File: src/rtl/mix_pkg.sv
package mix_pkg;
  // Control strobes handed from the controller to the datapath
  typedef struct packed {
    logic load;   // capture freshly mixed values
    logic clear;  // force both sides to zero
  } mixCtrl_t;
endpackage

File: src/rtl/mix_ctrl.sv
module mix_ctrl
  import mix_pkg::*;
(
  input  logic     powerOn,
  input  logic     sampleStrobe,
  output mixCtrl_t ctrl
);
  // Power-down wins over a pending strobe
  always_comb begin
    ctrl.clear = !powerOn;
    ctrl.load  = powerOn && sampleStrobe;
  end
endmodule

File: src/rtl/mix_datapath.sv
module mix_datapath
  import mix_pkg::*;
#(
  parameter int NUM_CH = 4,
  parameter int AMP_W  = 4,
  parameter int LVL_W  = 3,
  parameter int OUT_W  = 9
) (
  input  logic                      clk,
  input  logic                      rstN,
  input  mixCtrl_t                  ctrl,
  input  logic [NUM_CH*AMP_W-1:0]   chanAmp,
  input  logic [2*NUM_CH-1:0]       routeReg,
  input  logic [2*(LVL_W+1)-1:0]    gainReg,
  output logic [OUT_W-1:0]          leftOut,
  output logic [OUT_W-1:0]          rightOut
);
  localparam int SUM_W   = AMP_W + $clog2(NUM_CH);
  localparam int FIELD_W = LVL_W + 1;   // level field plus one unused bit
  localparam int NUM_SIDE = 2;          // index 0 = right, 1 = left

  logic [OUT_W-1:0] sideReg [NUM_SIDE];

  for (genvar s = 0; s < NUM_SIDE; s++) begin : g_side
    logic [SUM_W-1:0] routedSum;
    logic [LVL_W:0]   sideGain;
    logic [OUT_W-1:0] scaled;

    always_comb begin
      routedSum = '0;
      for (int ch = 0; ch < NUM_CH; ch++) begin
        if (routeReg[s*NUM_CH + ch])
          routedSum = routedSum + SUM_W'(chanAmp[ch*AMP_W +: AMP_W]);
      end
    end

    assign sideGain = {1'b0, gainReg[s*FIELD_W +: LVL_W]} + (LVL_W+1)'(1);
    assign scaled   = OUT_W'(routedSum) * OUT_W'(sideGain);

    always_ff @(posedge clk) begin
      if (!rstN || ctrl.clear) sideReg[s] <= '0;
      else if (ctrl.load)      sideReg[s] <= scaled;
    end
  end

  assign rightOut = sideReg[0];
  assign leftOut  = sideReg[1];
endmodule

File: src/rtl/stereo_mixer.sv
module stereo_mixer
  import mix_pkg::*;
#(
  parameter int NUM_CH = 4,
  parameter int AMP_W  = 4,
  parameter int LVL_W  = 3,
  localparam int OUT_W = AMP_W + $clog2(NUM_CH) + LVL_W
) (
  input  logic                    clk,
  input  logic                    rstN,
  input  logic                    powerOn,
  input  logic                    sampleStrobe,
  input  logic [NUM_CH*AMP_W-1:0] chanAmp,
  input  logic [2*NUM_CH-1:0]     routeReg,
  input  logic [2*(LVL_W+1)-1:0]  gainReg,
  output logic [OUT_W-1:0]        leftOut,
  output logic [OUT_W-1:0]        rightOut
);
  mixCtrl_t ctrl;

  mix_ctrl u_ctrl (
    .powerOn      (powerOn),
    .sampleStrobe (sampleStrobe),
    .ctrl         (ctrl)
  );

  mix_datapath #(
    .NUM_CH (NUM_CH),
    .AMP_W  (AMP_W),
    .LVL_W  (LVL_W),
    .OUT_W  (OUT_W)
  ) u_dp (
    .clk      (clk),
    .rstN     (rstN),
    .ctrl     (ctrl),
    .chanAmp  (chanAmp),
    .routeReg (routeReg),
    .gainReg  (gainReg),
    .leftOut  (leftOut),
    .rightOut (rightOut)
  );
endmodule

File: config.mk
export PLATFORM = sky130hd
export DESIGN_NAME = stereo_mixer
export DESIGN_NICKNAME = d
export VERILOG_FILES = /design/src/rtl/mix_pkg.sv /design/src/rtl/mix_ctrl.sv /design/src/rtl/mix_datapath.sv /design/src/rtl/stereo_mixer.sv
export SDC_FILE = /design/constraint.sdc
export NUM_CORES = 1
export LEC_CHECK = 0
export BUFFER_PORTS_ARGS = -buffer_cell sky130_fd_sc_hd__buf_2
export CELL_PAD_IN_SITES_DETAIL_PLACEMENT = 1
export CELL_PAD_IN_SITES_GLOBAL_PLACEMENT = 1
export CORE_MARGIN = 1
export CORE_UTILIZATION = 48
export DETAILED_ROUTE_END_ITERATION = 16
export PLACE_DENSITY = 0.86
export SLEW_MARGIN = 5
export SYNTH_ARGS = -nofsm -noshare
export SYNTH_HDL_FRONTEND = slang
export SYNTH_HIERARCHICAL = 1
export SYNTH_SLANG_ARGS = --single-unit
export TNS_END_PERCENT = 10
File: constraint.sdc
create_clock -name clk -period 13.06 [get_ports clk]
set_clock_uncertainty 0.2 [all_clocks]
set_input_delay 1.306 -clock clk [delete_from_list [all_inputs] [get_ports clk]]
set_output_delay 1.306 -clock clk [all_outputs]
set_load 0.01 [all_outputs]
# ---- Yosys cells after proc, flatten, opt, wreduce, memory -nomap -nowiden
# Memories as Yosys holds them, arrays and structs flattened.
# Cells that the tools add are included.
dict set report classes {
  n_addsub 8
  mul 2
  mux 15
  bitwise_logic 2
  reduce_logical 4
}
# op count
set ops {}
lappend ops {{two-way mux 6 bit} 6}
lappend ops {{adder 6 x 4 -> 6 bit} 4}
lappend ops {{multiplier 6 x 4 -> 9 bit} 2}
lappend ops {{two-way mux 9 bit} 2}
lappend ops {{adder 4 x 4 -> 5 bit} 2}
lappend ops {{adder 3 x 1 -> 4 bit (second input constant)} 2}
lappend ops {{two-way mux 4 bit} 2}
lappend ops {{two-way mux 1 bit} 5}
lappend ops {{zero test 1 bit} 2}
lappend ops {{OR 1 bit} 2}
lappend ops {{logical AND 1 bit} 1}
lappend ops {{logical OR 1 bit} 1}
dict set report totals {
  regBits 0
  ramBits 18
  input_bits 36
  output_inout_bits 18
  word_cells 32
  n_memories 1
}
# name words word_bits rd rd_clocked_by_memory_dff wr line
set mem_list {}
lappend mem_list {u_dp.sideReg 2 9 2 0 2 mix_datapath.sv:22} ;# logic [OUT_W-1:0] sideReg [NUM_SIDE];

# ---- Longest topological paths before layout
# Gate-level depths: netlist of the first run.
dict set report depth {
  ltp_word 9
  mapped_depth 29
  mapped_depth_nobuf 29
}

# ---- Hierarchy
# Netlist of the first run, hierarchy kept.
# module n_inst cells_each area_each_um2
set modules_own_cells {}
lappend modules_own_cells {mix_datapath 1 361 3270.6}
lappend modules_own_cells {mix_ctrl 1 2 10.0}

# ---- Worst setup path before layout of the first run
# No wires, ideal clock.
dict set report synth_path {
  path_kind {input port to flip-flop}
  startpoint {input routeReg[4]}
  endpoint {memory u_dp.sideReg[1][8] (data pin)}
  setup_time_ns 0.148
  arrival_ns 6.567
  slack_ns 6.145
  stages 27
  n_path_buf 0
  path_cell_list {and2_1 > ha_1 > inv_1 > fa_1 > mux2i_1 > inv_1 > fa_1 > nand2_1 > o21ai_0 > inv_1 > ha_1 > a21o_1 > a21oi_1 > xor2_1 > nand2_1 > and3_1 > fa_1 > inv_1 > fa_1 > inv_1 > ha_1 > a21oi_1 > o21bai_1 > a2111oi_0 > nor3_1 > nand2b_1 > mux2i_1}
}
# element line
set synth_rtl {}
lappend synth_rtl {{start, declared} stereo_mixer.sv:14} ;# input logic [2*NUM_CH-1:0] routeReg,
lappend synth_rtl {{end, declared} mix_datapath.sv:22}

==> results of run 1 <==
## kinds of logic (layout without fill, tap and decap cells)
kind of cell / after synthesis / after routing / synth area share
and+or+nand+nor: 117 / 117 / 0.1884
adders and majority gates: 75 / 75 / 0.3356
AOI/OAI and AO/OA: 67 / 67 / 0.1301
buffers and inverters: 40 / 87 / 0.04882
xor gates and xnor gates: 30 / 30 / 0.08009
DFF: 18 / 18 / 0.1648
muxes: 16 / 16 / 0.05225
## Yosys cell counts, types with 2 or more instances
master / number
a211o_1: 3
a211oi_1: 3
a21o_1: 6
a21oi_1: 25
and2_1: 20
and3_1: 10
buf_2: 2
clkbuf_1: 4
edfxtp_1: 18
fa_1: 22
ha_1: 51
inv_1: 32
maj3_2: 2
mux2_2: 9
mux2i_1: 7
nand2_1: 21
nand2b_1: 9
nand3_1: 4
nand3b_1: 6
nand4b_1: 2
nor2_1: 28
nor2b_1: 6
nor3_1: 5
o211ai_1: 3
o21a_1: 2
o21ai_0: 12
o21bai_1: 4
xnor2_1: 16
xor2_1: 14
## final cells by class
| class | count | area (um^2) | share of cell area |
|---|---|---|---|
| inverter | 33 | 123.9 | 0.03406 |
| clock buffer | 3 | 41.29 | 0.01135 |
| sequential | 18 | 540.5 | 0.1486 |
| timing repair buffer | 51 | 255.2 | 0.07018 |
| tap | 77 | 96.34 | 0.02649 |
| multi-input combinational | 305 | 2580 | 0.7093 |
## report_power, final
group	leakage, uW	switching (uW)	internal (uW)
clock network	0.0000216	17.9	20.5
registers	0.000202	1.27	69.3
logic	0.00160	150	110
## layer usage
layer  up-vias  wire, um  track usage
li1       1363         -            -
met3        20       201      0.02655
met2        48      4304       0.4775
met4         0       189      0.06934
met1      1372      3536       0.2914
met5         -         0            0
## final timing paths
| path | start | endpoint | slack [ps] |
|---|---|---|---|
| max | routeReg[4] | u_dp/sideReg[1][8] | 5650 |
| min | gainReg[0] | u_dp/sideReg[0][0] | 1290 |
## through the flow
| stage | cell area (um^2) | total power [uW] | hold WS [ps] |
|---|---|---|---|
| floorplan | 3281 | 263.0 | 1305 |
| global placement | 3596 | 309.4 | 1516 |
| detailed placement | 3596 | 330.6 | 1517 |
| CTS | 3637 | 371.8 | 1282 |
| global route | 3637 | 408.1 | 1292 |
| finish | 3637 | 368.8 | 1286 |
==> results.yml, run 1 <==
yosys:
  synth_ff_type: "edfxtp_1"
  synth_edf_count: 18
  synthesis.nets: 472
  ys_types: 46
  avgSynthCellArea_um2: 9.038
  synth-async-reset-ratio: 0
  synth.top_cell.area_share: 0.1945
  yosysSeqAreaShare: 0.1648
  yosysTopAreaCell: "ha_1"
  ys_ff_latch: 18
  synth_area_um2: 3281
  netlist_instances: 363
  ys_warn_count: 6
  yosys-top-cells-area: "ha_1, edfxtp_1, fa_1"
clocking:
  cts_tree: "yes"
  cts_max_level: 1
  cts_resized: 0
  cts_hold_buf: 0
  cts_root_buffer: "clkbuf_8"
  cts_buffers: 3
  clkTransAtPathRegs_ps: 70
  cts_setup_buffers: 0
  clock_sinks: 18
  cts_buffer_depth: 2
worst_hold_path:
  hold_path_class: "input pin to register"
  whs_path_depth: 2
setup_path:
  cpPeakStageDelay_ps: 490
  arrival_ps: 7320
  cp_max_fo: 4
  slowest_stage: "fa_1"
  endpoint_kind: "register"
  cp.required_ps: 12960
  critical_path_cell_count: 30
  path_delay_family: "adder cells"
  worstSetupStartpointType: "input pin"
  worstSetupPathType: "input pin to register"
  cp_num_buf_inv: 4
drt:
  drt.antenna.violating_nets: 0
  first_pass_iters: 6
  wl_per_cell_um: 16.90
  viasPerCell: 5.756
  drt_wl_total_um: 8232
  vias: 2803
  drtIter0Drc: 74
  drc: 0
cells_and_area:
  largest_reg_flops: 18
  nets: 521
  final_cells: 487
  top_register: "u_dp/sideReg"
  areaGrowthSynthToFinish_pct: 10.87
  n_fill_cell: 812
  layout-drive-gt1-share: 0.1707
  layout_common_cells: "buf_2, ha_1, inv_1"
  diodes: 0
  reg_top3: "u_dp/sideReg x18"
  final_core_util: 0.5632
grt:
  grt_overflow: 0
  grt_first_pass_wirelength_um: 14290
  first_global_vias: 3081
  grt_max_degree: 19
  antenna_found_initial: 0
  grt_util_all_layers: 0.2488
timing:
  tns_ps: 0
  finalHoldViolations: 0
  relSlewSlack: 0.6052
  setup-violations-final: 0
  slew_viol_final: 0
  max_freq_mhz: 134.9
  setup_ws_ps: 5647
  tightestPinTransition_ps: 588.0
  fin_crit_sh: 0.5676
  grt_setup_unrepaired: "false"
  min_period_ps: 7413
die:
  die_area_um2: 7169
  rows: 29
  die_h_um: 84.67
  die_w_um: 84.67
  core_area_um2: 6459
  initial_utilization: 0.5079
  io_pins: 54
power_and_ir_drop:
  ir_drop_v: 0.00004398
  p_leak_uw: 0.001823
  p_per_area_nw_per_um2: 101.4
outcome:
  status: "finished clean"
placement:
  hpwl_um: 7158
  dpl.cell_count: 484
  gp_congestion: 0.8694
  pre_cts_ws_ps: 5404
  io_buffers: 51
job:
  drv_cap: 0
Power figures use the tool's default switching activity.
==> inputs of run 2 (changes only) <==
--- a/config.mk
+++ b/config.mk
@@ -5,13 +5,14 @@
 export SDC_FILE = /design/constraint.sdc
 export NUM_CORES = 1
 export LEC_CHECK = 0
+export ABC_AREA = 1
 export BUFFER_PORTS_ARGS = -buffer_cell sky130_fd_sc_hd__buf_2
 export CELL_PAD_IN_SITES_DETAIL_PLACEMENT = 1
 export CELL_PAD_IN_SITES_GLOBAL_PLACEMENT = 1
 export CORE_MARGIN = 1
-export CORE_UTILIZATION = 48
+export CORE_UTILIZATION = 39
 export DETAILED_ROUTE_END_ITERATION = 16
-export PLACE_DENSITY = 0.86
+export PLACE_DENSITY = 0.77
 export SLEW_MARGIN = 5
 export SYNTH_ARGS = -nofsm -noshare
 export SYNTH_HDL_FRONTEND = slang
==> constraint.sdc (replaced) <==
create_clock -name clk -period 6.8 [get_ports clk]
set_clock_uncertainty 0.2 [all_clocks]
set_input_delay 0.68 -clock clk [delete_from_list [all_inputs] [get_ports clk]]
set_output_delay 0.68 -clock clk [all_outputs]
set_load 0.01 [all_outputs]
==> run 2 against run 1 <==
  * Cell count grew 26%
  * Sequential share of layout area shrank 0.69 points
  * Synthesized cell count grew 25%
  * Flip-flop and latch count is the same
  * Routed wire length shrank 4.2%
  * Sequential power grew 90%
  * Area after synthesis grew 3.3%
  * Final area grew 4.9%
  * Critical path depth grew 1
  * Utilization shrank 10 points
  * Combinational power grew 60%
  * Critical path type unchanged
  * Critical endpoint is now u_dp/sideReg[0][8]
==> results.yml, run 2 <==
setup_path:
  cp.required_ps: 6620
  cpPeakStageDelay_ps: 520
  cpMostUsedCell: "nand2_1"
  arrival_ps: 6050
  endpoint_kind: "register"
  worstSetupStartpointType: "input pin"
  worstSetupPathType: "input pin to register"
  cp_max_fo: 6
  slowest_stage: "fa_1"
yosys:
  ys_ff_latch: 18
  synth.top_cell.area_share: 0.1883
  synth_ff_type: "edfxtp_1"
  synth_edf_count: 18
  ys_types: 36
  synth.most_common_cell: "nand2_1"
  netlist_instances: 453
  yosysSeqAreaShare: 0.1595
  yosys-top-cells-area: "ha_1, edfxtp_1, fa_1"
  synthesis.nets: 562
  synth_area_um2: 3388
  yosysTopAreaCell: "ha_1"
  avgSynthCellArea_um2: 7.480
  ys_warn_count: 6
  synth-async-reset-ratio: 0
  ys_top_cells_by_count: "nand2_1, inv_1, ha_1"
cells_and_area:
  top_register: "u_dp/sideReg"
  reg_top3: "u_dp/sideReg x18"
  n_fill_cell: 1064
  layout_common_cells: "nand2_1, inv_1, buf_2, ha_1, nor2_1"
  diodes: 0
  largest_reg_flops: 18
  final_common_cell: "nand2_1"
  final_core_util: 0.4597
  nets: 617
  layout-drive-gt1-share: 0.1874
  areaGrowthSynthToFinish_pct: 12.59
placement:
  io_buffers: 51
  gp_congestion: 0.8156
  pre_cts_ws_ps: 275.1
  hpwl_um: 6985
die:
  io_pins: 54
  die_area_um2: 9065
  rows: 33
  die_w_um: 95.21
  die_h_um: 95.21
  core_area_um2: 8299
  initial_utilization: 0.4083
timing:
  setup-violations-final: 0
  whs_ps: 648.3
  slew_viol_final: 0
  tns_ps: 0
  setup_ws_ps: 564.3
  tightestPinTransition_ps: 858.9
  max_freq_mhz: 160.4
  min_period_ps: 6236
  grt_setup_unrepaired: "false"
  relSlewSlack: 0.4257
  finalHoldViolations: 0
  fin_crit_sh: 0.9170
clocking:
  cts_buffers: 3
  cts_buffer_depth: 2
  cts_max_level: 1
  cts_setup_buffers: 0
  clock_sinks: 18
  cts_tree: "yes"
  clkTransAtPathRegs_ps: 70
  cts_hold_buf: 0
  cts_resized: 0
  cts_root_buffer: "clkbuf_8"
drt:
  vias: 3094
  drtIter0Drc: 85
  viasPerCell: 5.056
  first_pass_iters: 4
  drt.antenna.violating_nets: 0
  drc: 0
  drt_wl_total_um: 7885
  wl_per_cell_um: 12.88
power_and_ir_drop:
  ir_drop_v: 0.00005808
  p_leak_uw: 0.002157
  p_per_area_nw_per_um2: 163.7
outcome:
  status: "finished clean"
grt:
  grt_max_degree: 19
  grt_first_pass_wirelength_um: 14380
  first_global_vias: 3320
  antenna_found_initial: 0
  grt_util_all_layers: 0.1975
  met3_usage: 0.01116
  met2_usage: 0.3756
  grt_overflow: 0
  grt.busiest_layer: "met2"
  grtUsageMet1: 0.2467
job:
  drv_cap: 0
worst_hold_path:
  hold_path_class: "input pin to register"
## run 2: cell types whose count changed after synthesis, moves of 10 or more
cell	change
and2_1	-19
and3_1	-10
inv_1	+52
nand2_1	+72
nand2_2	+10
nand3_1	+27
xnor2_1	-12
## run 2: area by class of cell
| type | instances | area, um^2 | share of cell area |
|---|---|---|---|
| timing repair buffer | 51 | 255.2 | 0.06691 |
| tap | 105 | 131.4 | 0.03444 |
| sequential | 18 | 540.5 | 0.1417 |
| inverter | 89 | 334.1 | 0.08757 |
| multi-input combinational | 345 | 2509 | 0.6576 |
| clock inverter | 1 | 3.754 | 0.0009839 |
| clock buffer | 3 | 41.29 | 0.01082 |
## run 2: logic make-up after synthesis
| kind of cell | count (synthesis) | synth area share |
|---|---|---|
| buf+inv | 90 | 0.1001 |
| fa+ha+maj | 73 | 0.3183 |
| compound gates | 56 | 0.09601 |
| simple gates | 199 | 0.2777 |
| xor+xnor | 17 | 0.04838 |
| flops | 18 | 0.1595 |
## run 2: routing by layer
| layer | part of all wire | wire length [um] | vias to the layer above |
|---|---|---|---|
| met4 | 0.0076 | 60 | 0 |
| li1 | - | - | 1562 |
| met3 | 0.027 | 213 | 4 |
| met2 | 0.51 | 4017 | 42 |
| met1 | 0.46 | 3594 | 1486 |
| met5 | 0 | 0 | - |
## run 2: through the flow
stage               instance area, um^2  total power [uW]  std cells
floorplan                          3388             447.0        453
global placement                   3770             542.1        608
detailed placement                 3770             556.3        608
CTS                                3815             634.1        612
global route                       3815             709.0        612
finish                             3815             624.5        612
## run 2: final timing paths
| kind | start | end | slack [ps] | depth (start not counted) |
|---|---|---|---|---|
| worst max-delay path | routeReg[0] | u_dp/sideReg[0][8] | 560 | 31 |
| worst min-delay path | gainReg[0] | u_dp/sideReg[0][0] | 650 | 2 |
## run 2: worst max-delay path: cells and delay by family
kind | cells | cell delay [ps]
adders and majority gates | 7 | 2600
buffers and inverters | 4 | 270
and+or+nand+nor | 13 | 1180
AOI/OAI and AO/OA | 4 | 590
xor gates and xnor gates | 3 | 720
## run 2: report_power, final
| part | internal [uW] | switching, uW | total [uW] |
|---|---|---|---|
| clock network | 40.1 | 34.2 | 74.4 |
| registers | 132 | 2.17 | 134 |
| logic | 156 | 260 | 416 |
| total | 328 | 296 | 625 |
